### config.mk
export PLATFORM = sky130hd
export DESIGN_NAME = sio_cfg_port
export DESIGN_NICKNAME = d
export VERILOG_FILES = /design/src/rtl/sio_cfg_pkg.sv /design/src/rtl/sio_port_decode.sv /design/src/rtl/sio_key_fsm.sv /design/src/rtl/sio_global_regs.sv /design/src/rtl/sio_ldev_bank.sv /design/src/rtl/sio_cfg_port.sv
export SDC_FILE = /design/constraint.sdc
export NUM_CORES = 1
export LEC_CHECK = 0
export CORE_MARGIN = 3
export CORE_UTILIZATION = 46
export DETAILED_ROUTE_END_ITERATION = 8
export PLACE_DENSITY = 0.77
export SLEW_MARGIN = 25
export SYNTH_ARGS = -nofsm -noshare
export SYNTH_HDL_FRONTEND = slang
export SYNTH_SLANG_ARGS = --single-unit
export TNS_END_PERCENT = 50
### constraint.sdc
create_clock -name clk -period 2.2 [get_ports clk]
set_input_delay 0.33 -clock clk [delete_from_list [all_inputs] [get_ports clk]]
set_output_delay 0.33 -clock clk [all_outputs]
set_load 0.02 [all_outputs]
### src/rtl/sio_cfg_pkg.sv
package sio_cfg_pkg;

  typedef enum logic [1:0] {
    KEY_LOCKED = 2'd0,
    KEY_HALF   = 2'd1,
    KEY_OPEN   = 2'd2
  } key_state_e;

  localparam logic [7:0] KEY_UNLOCK    = 8'h87;
  localparam logic [7:0] KEY_LOCK      = 8'hAA;
  localparam logic [7:0] READ_LOCKED   = 8'hFF;

  localparam logic [7:0] IDX_LDN       = 8'h07;
  localparam logic [7:0] IDX_DEVID_HI  = 8'h20;
  localparam logic [7:0] IDX_DEVID_LO  = 8'h21;
  localparam logic [7:0] IDX_REV       = 8'h22;
  localparam logic [7:0] IDX_VEN_HI    = 8'h23;
  localparam logic [7:0] IDX_VEN_LO    = 8'h24;
  localparam logic [7:0] IDX_ENABLE    = 8'h30;
  localparam logic [7:0] IDX_BANK_BASE = 8'h60;

  typedef struct packed {
    logic       idx_wr;
    logic       idx_rd;
    logic       dat_wr;
    logic       dat_rd;
    logic [7:0] wdata;
  } port_req_t;

endpackage

### src/rtl/sio_port_decode.sv
module sio_port_decode
  import sio_cfg_pkg::*;
#(
  parameter int              ADDR_W    = 16,
  parameter logic [ADDR_W-1:0] BASE_ADDR = 16'h002E
) (
  input  logic [ADDR_W-1:0] io_addr,
  input  logic              io_wr,
  input  logic              io_rd,
  input  logic [7:0]        io_wdata,
  output port_req_t         req
);

  localparam logic [ADDR_W-1:0] IDX_ADDR = BASE_ADDR;
  localparam logic [ADDR_W-1:0] DAT_ADDR = BASE_ADDR + ADDR_W'(1);

  logic hit_idx;
  logic hit_dat;

  always_comb begin
    hit_idx    = (io_addr == IDX_ADDR);
    hit_dat    = (io_addr == DAT_ADDR);
    req.idx_wr = io_wr & hit_idx;
    req.idx_rd = io_rd & hit_idx;
    req.dat_wr = io_wr & hit_dat;
    req.dat_rd = io_rd & hit_dat;
    req.wdata  = io_wdata;
  end

endmodule

### src/rtl/sio_key_fsm.sv
module sio_key_fsm
  import sio_cfg_pkg::*;
(
  input  logic       clk,
  input  logic       rst_n,
  input  logic       idx_wr,
  input  logic [7:0] wdata,
  output logic       cfg_open,
  output logic       load_index
);

  key_state_e state_q;
  key_state_e state_d;

  always_comb begin
    state_d = state_q;
    case (state_q)
      KEY_LOCKED: if (idx_wr) state_d = (wdata == KEY_UNLOCK) ? KEY_HALF : KEY_LOCKED;
      KEY_HALF:   if (idx_wr) state_d = (wdata == KEY_UNLOCK) ? KEY_OPEN : KEY_LOCKED;
      KEY_OPEN:   if (idx_wr && (wdata == KEY_LOCK)) state_d = KEY_LOCKED;
      default:    state_d = KEY_LOCKED;
    endcase
  end

  always_ff @(posedge clk or negedge rst_n) begin
    if (!rst_n) state_q <= KEY_LOCKED;
    else        state_q <= state_d;
  end

  assign cfg_open   = (state_q == KEY_OPEN);
  // The index register only follows writes made while the port is open,
  // and the closing key itself is not taken as an index.
  assign load_index = idx_wr & cfg_open & (wdata != KEY_LOCK);

endmodule

### src/rtl/sio_global_regs.sv
module sio_global_regs
  import sio_cfg_pkg::*;
#(
  parameter int          LDN_W     = 3,
  parameter logic [15:0] DEVICE_ID = 16'h5A31,
  parameter logic [7:0]  REVISION  = 8'h17,
  parameter logic [15:0] VENDOR_ID = 16'h1934
) (
  input  logic             clk,
  input  logic             rst_n,
  input  logic             wr_en,
  input  logic [7:0]       index,
  input  logic [LDN_W-1:0] wr_ldn,
  output logic [LDN_W-1:0] ldn,
  output logic [7:0]       rd_data,
  output logic             rd_hit
);

  logic [LDN_W-1:0] ldn_q;

  always_ff @(posedge clk or negedge rst_n) begin
    if (!rst_n)                          ldn_q <= '0;
    else if (wr_en && index == IDX_LDN)  ldn_q <= wr_ldn;
  end

  assign ldn = ldn_q;

  always_comb begin
    rd_hit  = 1'b1;
    rd_data = 8'h00;
    case (index)
      IDX_LDN:      rd_data = 8'(ldn_q);
      IDX_DEVID_HI: rd_data = DEVICE_ID[15:8];
      IDX_DEVID_LO: rd_data = DEVICE_ID[7:0];
      IDX_REV:      rd_data = REVISION;
      IDX_VEN_HI:   rd_data = VENDOR_ID[15:8];
      IDX_VEN_LO:   rd_data = VENDOR_ID[7:0];
      default:      rd_hit  = 1'b0;
    endcase
  end

endmodule

### src/rtl/sio_ldev_bank.sv
module sio_ldev_bank
  import sio_cfg_pkg::*;
#(
  parameter int LDN_W     = 3,
  parameter int BANK_REGS = 4
) (
  input  logic                                 clk,
  input  logic                                 rst_n,
  input  logic                                 wr_en,
  input  logic [7:0]                           index,
  input  logic [7:0]                           wdata,
  input  logic [LDN_W-1:0]                     ldn,
  output logic [(1<<LDN_W)-1:0]                dev_enable,
  output logic [(1<<LDN_W)*BANK_REGS*8-1:0]    dev_cfg,
  output logic [7:0]                           rd_data,
  output logic                                 rd_hit
);

  localparam int         NUM_DEV  = 1 << LDN_W;
  localparam int         OFF_W    = (BANK_REGS > 1) ? $clog2(BANK_REGS) : 1;
  localparam logic [8:0] BANK_END = 9'(int'(IDX_BANK_BASE) + BANK_REGS);

  logic             in_bank;
  logic [OFF_W-1:0] bank_off;

  assign in_bank  = (index >= IDX_BANK_BASE) && ({1'b0, index} < BANK_END);
  assign bank_off = OFF_W'(index - IDX_BANK_BASE);

  for (genvar n = 0; n < NUM_DEV; n++) begin : g_dev
    logic       en_q;
    logic [7:0] regs_q [BANK_REGS];

    always_ff @(posedge clk or negedge rst_n) begin
      if (!rst_n) begin
        en_q <= 1'b0;
        for (int k = 0; k < BANK_REGS; k++) regs_q[k] <= 8'h00;
      end else if (wr_en && ldn == LDN_W'(n)) begin
        if (index == IDX_ENABLE) en_q             <= wdata[0];
        else if (in_bank)        regs_q[bank_off] <= wdata;
      end
    end

    assign dev_enable[n] = en_q;

    for (genvar k = 0; k < BANK_REGS; k++) begin : g_reg
      assign dev_cfg[(n*BANK_REGS+k)*8 +: 8] = regs_q[k];
    end
  end

  // The read path picks the selected byte straight out of the export vector.
  always_comb begin
    rd_hit  = 1'b0;
    rd_data = 8'h00;
    if (index == IDX_ENABLE) begin
      rd_hit  = 1'b1;
      rd_data = {7'b0, dev_enable[ldn]};
    end else if (in_bank) begin
      rd_hit  = 1'b1;
      rd_data = dev_cfg[(int'(ldn)*BANK_REGS + int'(bank_off))*8 +: 8];
    end
  end

endmodule

### src/rtl/sio_cfg_port.sv
module sio_cfg_port
  import sio_cfg_pkg::*;
#(
  parameter int              ADDR_W    = 16,
  parameter logic [ADDR_W-1:0] BASE_ADDR = 16'h002E,
  parameter int              LDN_W     = 3,
  parameter int              BANK_REGS = 4,
  parameter logic [15:0]     DEVICE_ID = 16'h5A31,
  parameter logic [7:0]      REVISION  = 8'h17,
  parameter logic [15:0]     VENDOR_ID = 16'h1934
) (
  input  logic                              clk,
  input  logic                              rst_n,
  input  logic [ADDR_W-1:0]                 io_addr,
  input  logic                              io_wr,
  input  logic                              io_rd,
  input  logic [7:0]                        io_wdata,
  output logic [7:0]                        io_rdata,
  output logic                              io_rvalid,
  output logic [(1<<LDN_W)-1:0]             dev_enable,
  output logic [(1<<LDN_W)*BANK_REGS*8-1:0] dev_cfg
);

  port_req_t        req;
  logic             cfg_open;
  logic             load_index;
  logic [7:0]       index_q;
  logic             data_wr_en;
  logic [LDN_W-1:0] ldn;
  logic [7:0]       glob_rd;
  logic             glob_hit;
  logic [7:0]       bank_rd;
  logic             bank_hit;
  logic [7:0]       rd_next;
  logic             rd_any;

  sio_port_decode #(
    .ADDR_W    (ADDR_W),
    .BASE_ADDR (BASE_ADDR)
  ) u_decode (
    .io_addr  (io_addr),
    .io_wr    (io_wr),
    .io_rd    (io_rd),
    .io_wdata (io_wdata),
    .req      (req)
  );

  sio_key_fsm u_key (
    .clk        (clk),
    .rst_n      (rst_n),
    .idx_wr     (req.idx_wr),
    .wdata      (req.wdata),
    .cfg_open   (cfg_open),
    .load_index (load_index)
  );

  always_ff @(posedge clk or negedge rst_n) begin
    if (!rst_n)          index_q <= 8'h00;
    else if (load_index) index_q <= req.wdata;
  end

  assign data_wr_en = req.dat_wr & cfg_open;

  sio_global_regs #(
    .LDN_W     (LDN_W),
    .DEVICE_ID (DEVICE_ID),
    .REVISION  (REVISION),
    .VENDOR_ID (VENDOR_ID)
  ) u_global (
    .clk     (clk),
    .rst_n   (rst_n),
    .wr_en   (data_wr_en),
    .index   (index_q),
    .wr_ldn  (req.wdata[LDN_W-1:0]),
    .ldn     (ldn),
    .rd_data (glob_rd),
    .rd_hit  (glob_hit)
  );

  sio_ldev_bank #(
    .LDN_W     (LDN_W),
    .BANK_REGS (BANK_REGS)
  ) u_bank (
    .clk        (clk),
    .rst_n      (rst_n),
    .wr_en      (data_wr_en),
    .index      (index_q),
    .wdata      (req.wdata),
    .ldn        (ldn),
    .dev_enable (dev_enable),
    .dev_cfg    (dev_cfg),
    .rd_data    (bank_rd),
    .rd_hit     (bank_hit)
  );

  assign rd_any = req.idx_rd | req.dat_rd;

  always_comb begin
    rd_next = READ_LOCKED;
    if (req.idx_rd) begin
      rd_next = cfg_open ? index_q : READ_LOCKED;
    end else if (req.dat_rd && cfg_open) begin
      rd_next = glob_hit ? glob_rd : (bank_hit ? bank_rd : 8'h00);
    end
  end

  always_ff @(posedge clk or negedge rst_n) begin
    if (!rst_n) begin
      io_rvalid <= 1'b0;
      io_rdata  <= 8'h00;
    end else begin
      io_rvalid <= rd_any;
      if (rd_any) io_rdata <= rd_next;
    end
  end

endmodule

=== Word level (Yosys, flattened, before mapping) ===
Index checks and enable logic that the tools add are counted.

* Output and inout port bits: 273
* Register bits: 286
* Input bits: 28

* Reduce and logical (&&, ||, !) cells: 33
* Magnitude comparators: 5
* Shifts and indexed selects: 1
* Equal/unequal tests: 24
* Bitwise operators: 10
* $add $sub $neg: 2
* Mux-type cells: 29

{| class="wikitable"
|+ Operators with widths
! cell !! number
|-
| bitwise mux 32 bit || 8
|-
| indexed part select 256 x 32 -> 8 bit || 1
|-
| 2-to-1 mux 8 bit || 8
|-
| equality test 8 x 6 -> 1 bit (second input constant) || 6
|-
| one-hot mux 7 bit (6 select lines) || 1
|-
| equality test 16 x 6 -> 1 bit (second input constant) || 2
|-
| AND reduction 3 bit || 9
|-
| demux 8 bit (select 2 bit) || 1
|-
| equality test 8 bit (second input constant) || 2
|-
| AND reduction 2 bit || 8
|-
| logical AND 1 bit || 13
|-
| equality test 3 bit (second input constant) || 4
|-
| equality test 8 x 3 -> 1 bit (second input constant) || 1
|-
| greater-or-equal comparator 8 x 7 -> 1 bit (second input constant) || 1
|-
| less-than comparator 8 x 7 -> 1 bit (second input constant) || 1
|-
| 2-to-1 mux 2 bit || 4
|-
| inequality test 8 bit (second input constant) || 1
|-
| AND 1 bit || 7
|-
| adder 5 x 2 -> 6 bit || 1
|-
| equality test 3 x 2 -> 1 bit (second input constant) || 2
|-
| inequality test 2 x 1 -> 1 bit (second input constant) || 3
|-
| one-hot mux 2 bit (3 select lines) || 1
|-
| OR reduction 6 bit || 1
|-
| 2-to-1 mux 1 bit || 5
|-
| other kinds (13) || 13
|}

=== Longest topological paths before layout ===
* Word-level depth: 9
* Depth in mapped cells: 9
* Gate-level depth less buffers: 5

=== Cells and area by module ===
A second synthesis with hierarchy kept.

* Cell total of the unflattened synthesis: 934
* Area, all modules: 13790.7 um^2

{| class="wikitable"
|+ By module, submodules not included
! module !! times used !! area an instance (um^2) !! cells an instance
|-
| sio_ldev_bank || 1 || 12376.9 || 794
|-
| sio_cfg_port || 1 || 814.5 || 68
|-
| sio_global_regs || 1 || 294.0 || 37
|-
| sio_key_fsm || 1 || 161.4 || 16
|-
| sio_port_decode || 1 || 143.9 || 19
|}

=== Worst setup path before layout ===
OpenSTA, ideal clock, no wires.

* Path kind: flip-flop to flip-flop
* Start: reg index_q[4]
* End: reg u_bank.g_dev[5].regs_q (netlist bit u_bank.dev_cfg[183])
* Stages on the path, launching flop included: 6
* Buffers on the path: 0
* Data arrival time: 2274 ps
* Setup slack: -202 ps
* Required time: 2072 ps
* Cells stage by stage: dfrtp_1 -> nor4b_2 -> nand3b_2 -> nor4_4 -> nand2_2 -> mux2_1

* Word-level cells in the longest chain between the ends: 3
* Elaborated cells on any way between the ends: 6
* Classes of those cells: order compare: 2; eq/ne: 1; bitwise: 1; reduce/logical: 2

{| class="wikitable"
|+ RTL lines
! item !! RTL line !! text
|-
| start, declared || sio_cfg_port.sv:27 || <nowiki>logic [7:0] index_q;</nowiki>
|-
| start signal, assigned || sio_cfg_port.sv:59 || <nowiki>else if (load_index) index_q <= req.wdata;</nowiki>
|-
| greater-or-equal comparator 8 x 7 -> 1 bit, or another cell as far along || sio_ldev_bank.sv:26 || <nowiki>assign in_bank = (index >= IDX_BANK_BASE) && ({1'b0, index} < BANK_END);</nowiki>
|-
| logical AND 1 bit or inverter 1 bit (tied branches) || -- ||
|-
| AND reduction 3 bit (no source line) * || -- ||
|-
| end signal, assigned by index || sio_ldev_bank.sv:39 || <nowiki>else if (in_bank) regs_q[bank_off] <= wdata;</nowiki>
|-
| end, declared || sio_ldev_bank.sv:31 || <nowiki>logic [7:0] regs_q [BANK_REGS];</nowiki>
|}

Every way passes the cells marked *; elsewhere a longest branch is shown, timed or not.
A chain may end at the register's enable or synchronous reset.

=== Worst setup path after layout ===
* Start: reg u_global.ldn_q[0] (netlist: u_global.ldn[0])
* End: reg io_rdata[5]

* Word-level cells in the longest chain between the ends: 8

{| class="wikitable"
|+ RTL lines
! item !! RTL line !! text
|-
| start, declared || sio_global_regs.sv:19 || <nowiki>logic [LDN_W-1:0] ldn_q;</nowiki>
|-
| start signal, assigned || sio_global_regs.sv:23 || <nowiki>else if (wr_en && index == IDX_LDN) ldn_q <= wr_ldn;</nowiki>
|-
| adder 5 x 2 -> 6 bit || sio_ldev_bank.sv:59 || <nowiki>rd_data = dev_cfg[(int'(ldn)*BANK_REGS + int'(bank_off))*8 +: 8];</nowiki>
|-
| indexed part select 256 x 32 -> 8 bit || sio_ldev_bank.sv:59 ||
|-
| 2-to-1 mux 8 bit || sio_ldev_bank.sv:57 || <nowiki>end else if (in_bank) begin</nowiki>
|-
| 2-to-1 mux 8 bit || sio_ldev_bank.sv:54 || <nowiki>if (index == IDX_ENABLE) begin</nowiki>
|-
| 2-to-1 mux 8 bit (2 in a row) || sio_cfg_port.sv:103 || <nowiki>rd_next = glob_hit ? glob_rd : (bank_hit ? bank_rd : 8'h00);</nowiki>
|-
| 2-to-1 mux 8 bit || sio_cfg_port.sv:102 || <nowiki>end else if (req.dat_rd && cfg_open) begin</nowiki>
|-
| 2-to-1 mux 8 bit || sio_cfg_port.sv:100 || <nowiki>if (req.idx_rd) begin</nowiki>
|-
| end signal, assigned || sio_cfg_port.sv:113 || <nowiki>if (rd_any) io_rdata <= rd_next;</nowiki>
|-
| end, declared || sio_cfg_port.sv:18 || <nowiki>output logic [7:0] io_rdata,</nowiki>
|}

No other way between the ends.

==> impl_summary.md <==
Outcome
The flow ran to the end, but the final reports show violations. The final reports fail on negative setup slack.

Die
The initial standard-cell utilization of the core is 46.8%. The number of ports placed on the die boundary is 301. The number of standard-cell rows in the floorplan is 62. The region available for standard cell placement spans 0.0288 mm2. The floorplan die height is 177 um.

From left edge to right edge, the die measures 177 um. The die covers 0.0314 mm2.

STA
The post-route clock period utilization is 101%. The final-layout setup total negative slack is -15.8 ps. Clock skew on the completed layout was measured at 15.3 ps. Hold timing on the final database bottoms out at a slack of 370 ps. Setup repair after global routing could not meet its margin everywhere. The pin slew with the least headroom to its limit is 902 ps. The number of max-slew violations in the final report is 0. The count of endpoints failing hold in the final timing report is 0.

The tightest slew margin relative to the limit is 39.6%. The final setup slack of the worst path is -15.8 ps. The upper clock frequency limit is 0.451 GHz. The routed design could run at a clock period as short as 2220 ps.

Setup violations remaining at the end of the flow were counted as 1.

Detailed routing
The remaining antenna violation count is 0. The met2 wirelength from detailed routing is 22.0 mm. Detailed routing placed a total of 4.00 mm of wire on met3. The routed design has 46.6 mm of wire. After the first detailed-routing iteration, the DRC count stood at 725. The remaining design rule violation count is 0. The post-detailed-route via-to-cell ratio is 5.91. The via count of the routed design is 10200. The met1 layer wirelength in the final routing is 19.0 mm.

The number of search-and-repair iterations in the first detailed-routing pass is 5. The detailed router used layers up to and including met5. The wire length per cell after detailed routing is 27.0 um.

Min path
The path class of the lowest-slack min-delay path is input pin to async pin.

GRT
The first-pass GRT wire length is 68.7 mm. The pin count of the biggest net entering global routing is 73. Global routing used 29.4% of the available tracks.

The number of global-route vias before repair is 10600. Global routing finished with a remaining overflow of 0. The initial antenna violation count came to 1.

Setup path
The type of destination of the critical path is a flip-flop. The destination of the worst register-to-register timing path is io_rdata[5]. The worst register-to-register path has a setup slack of -20 ps. The startpoint of the most critical register-to-register path is u_global.ldn[0].

The endpoint required time on the critical path is 2680 ps. The signal arrival time at the worst endpoint is 2690 ps. The critical path is of the flip-flop to flip-flop type. Measured in cells, the most critical reg-to-reg path has a length of 6.

The largest fanout of any net on the critical path is 10. The worst setup path is launched from a flip-flop.

Placement
The count of buffers added on input and output ports is 300. The setup slack after placement is -440 ps. The placed wire-length estimate is 34.1 mm. The routability congestion estimate from global placement is 0.962.

Run
The max-capacitance violation count is 0.

Synth
The synthesized instance count is 943. The number of flip-flops and latches in the synthesized netlist is 286. After synthesis the cells add up to 0.0135 mm2. The average cell area after synthesis is 14.3 um2. For this run, the number of Yosys warnings is 0. For this run, the register share of the synthesized area comes to 53.1%. The post-synthesis cell type count is 51. The share of flip-flops with an asynchronous set or reset is 100%.

The number of enable-type register cells in the synthesized netlist is 0. The number of nets produced by synthesis is 971. The most used flip-flop cell after synthesis is sky130_fd_sc_hd__dfrtp_1.

Power
The power density over the cells is 574 mW/mm2. The overall power is 0.0109 W. The worst vdd rail ir drop is 0.453 mV. Summed over all cells, the static leakage comes to 8.86 nW.

Clock network
At the later pin of the worst-skew pair, clock insertion delay measures 570 ps. The clock transition at the registers of the reported paths is 60 ps. The number of clock sinks is 286.

In this run the deepest clock path goes through 3 buffers. The number of buffers created by CTS is 30. Clock tree synthesis selected as its root buffer the cell sky130_fd_sc_hd__clkbuf_16. The maximum level of the CTS H-tree is 1.

TritonCTS built the clock tree.

Final layout
The final antenna diode count is 0. The synthesis-to-layout area growth is 40.7%. The final layout contains 1351 nets.

The fraction of final layout cells sized beyond drive strength 1 is 39.9%. The layout filler cell count is 2127.
==> cells in the final DEF, fill, tap and decap left out, types with 18 or more instances in the layout <==
| cell type | netlist | routed |
|---|---|---|
| sky130_fd_sc_hd__mux4_2 | 51 | 51 |
| sky130_fd_sc_hd__buf_12 | 0 | 18 |
| sky130_fd_sc_hd__buf_4 | 9 | 89 |
| sky130_fd_sc_hd__nor2_1 | 21 | 19 |
| sky130_fd_sc_hd__clkdlybuf4s50_1 | 0 | 299 |
| sky130_fd_sc_hd__dfrtp_1 | 286 | 284 |
| sky130_fd_sc_hd__clkbuf_16 | 0 | 30 |
| sky130_fd_sc_hd__nand2_1 | 38 | 38 |
| sky130_fd_sc_hd__mux2_2 | 269 | 269 |
| sky130_fd_sc_hd__mux2i_1 | 30 | 30 |
==> per-stage QoR <==
stage | utilization, % | instances | instance area [um2]
finish | 65.9 | 1726 | 19000
global placement | 61.7 | 1668 | 17700
CTS | 65.3 | 1720 | 18800
global route | 65.9 | 1726 | 19000
floorplan | - | 943 | 13500
detailed placement | 61.7 | 1668 | 17700
==> area by class of cell <==
class                   instances  area [um2]  share of cell area (%)
clock inverters                 8         158                   0.831
flip-flops and latches        286        7160                    37.8
clock buffers                  43         870                    4.58
multi-input cells             591        6220                    32.8
repair buffers                410        4070                    21.4
well taps                     384         480                    2.53
inverters                       4        15.0                  0.0791
==> where the power goes <==
group | switching [W] | internal (W)
clock network | 0.00210 | 0.00319
logic | 0.000233 | 0.000102
registers | 0.000000170 | 0.00526
==> how the worst max path moves through the flow <==
stage,endpoint,cells past startpoint,start,slack [ps]
floorplan,u_bank.dev_cfg[238],5,index_q[4],-70
global placement,u_bank.dev_cfg[149],8,io_addr[7],-440
detailed placement,u_bank.dev_cfg[145],9,io_addr[2],-440
CTS,io_rdata[4],7,index_q[0],4
global route,io_rdata[1],6,index_q[0],-40
finish,io_rdata[5],6,u_global.ldn[0],-20
==> synth_stat cells (2+ instances only) <==
cell type / count / share of area [%]
sky130_fd_sc_hd__nor2b_1: 5 / 0.23
sky130_fd_sc_hd__nor3b_1: 6 / 0.33
sky130_fd_sc_hd__a21oi_1: 5 / 0.19
sky130_fd_sc_hd__nand2_2: 32 / 1.5
sky130_fd_sc_hd__and4_1: 2 / 0.13
sky130_fd_sc_hd__mux2_2: 269 / 22
sky130_fd_sc_hd__nand4b_1: 2 / 0.13
sky130_fd_sc_hd__nor4b_2: 2 / 0.22
sky130_fd_sc_hd__nand4bb_1: 2 / 0.17
sky130_fd_sc_hd__o22ai_1: 6 / 0.28
sky130_fd_sc_hd__buf_2: 3 / 0.11
sky130_fd_sc_hd__o2111ai_1: 2 / 0.13
sky130_fd_sc_hd__buf_1: 7 / 0.19
sky130_fd_sc_hd__nand2b_1: 3 / 0.14
sky130_fd_sc_hd__a22oi_1: 12 / 0.67
sky130_fd_sc_hd__a31oi_1: 2 / 0.093
sky130_fd_sc_hd__inv_1: 4 / 0.11
sky130_fd_sc_hd__buf_4: 9 / 0.50
sky130_fd_sc_hd__mux2i_1: 30 / 2.2
sky130_fd_sc_hd__o211ai_1: 3 / 0.17
sky130_fd_sc_hd__nand3b_1: 3 / 0.17
sky130_fd_sc_hd__dfrtp_1: 286 / 53
sky130_fd_sc_hd__a22o_1: 7 / 0.45
sky130_fd_sc_hd__clkbuf_1: 43 / 1.2
sky130_fd_sc_hd__a211oi_1: 3 / 0.17
sky130_fd_sc_hd__nand2_1: 38 / 1.1
sky130_fd_sc_hd__nand4_1: 7 / 0.32
sky130_fd_sc_hd__nor4bb_1: 4 / 0.30
sky130_fd_sc_hd__o21ai_0: 10 / 0.37
sky130_fd_sc_hd__a211o_1: 6 / 0.39
sky130_fd_sc_hd__or2_2: 4 / 0.19
sky130_fd_sc_hd__nor4_1: 3 / 0.14
sky130_fd_sc_hd__nor2_1: 21 / 0.58
sky130_fd_sc_hd__nor3_1: 5 / 0.19
sky130_fd_sc_hd__mux4_2: 51 / 8.5
sky130_fd_sc_hd__and2_1: 2 / 0.093
sky130_fd_sc_hd__nor4_4: 4 / 0.63
sky130_fd_sc_hd__o221ai_1: 8 / 0.52
sky130_fd_sc_hd__a221oi_1: 2 / 0.13
sky130_fd_sc_hd__nand3_1: 17 / 0.63
sky130_fd_sc_hd__mux2_1: 3 / 0.25
==> routing by layer <==
metal	global-route usage (%)	vias up
met1	40.0	5373
li1	-	4305
met4	9.49	2
met5	0	-
met2	46.5	434
met3	7.49	90
==> sequential cells by signal, summed over array words and instances, names as in the netlist <==
| signal | cells |
|---|---|
| index_q | 8 |
| io_rvalid | 1 |
| io_rdata | 8 |
| u_bank.g_dev.en_q | 8 |
| u_bank.dev_cfg | 256 |
| u_key.state_q | 2 |
| u_global.ldn | 3 |
==> logic make-up after synthesis <==
kind of cell	Yosys count	synth area share, %
AO/OA/AOI/OAI	69	3.73
buffers and inverters	66	2.12
flip-flops	286	53.1
multiplexers	353	33.5
AND/OR/NAND/NOR	169	7.61
==> what timing repair did <==
action	CTS	global route
setup buffers	0	6
pin swaps	0	2
endpoints found under the setup margin	97	160
resized for setup	4	24
hold endpoints to repair	62	0
hold buffers	1	0
==> worst max-delay path, stage by stage, from the launching register on <==
cell	delay (ps)
sky130_fd_sc_hd__dfrtp_1	470
sky130_fd_sc_hd__buf_4	210
sky130_fd_sc_hd__nor2_1	690
sky130_fd_sc_hd__a22o_1	380
sky130_fd_sc_hd__a211oi_1	80
sky130_fd_sc_hd__buf_4	170
sky130_fd_sc_hd__o21ai_0	140
(Power assumes the default switching activity.)
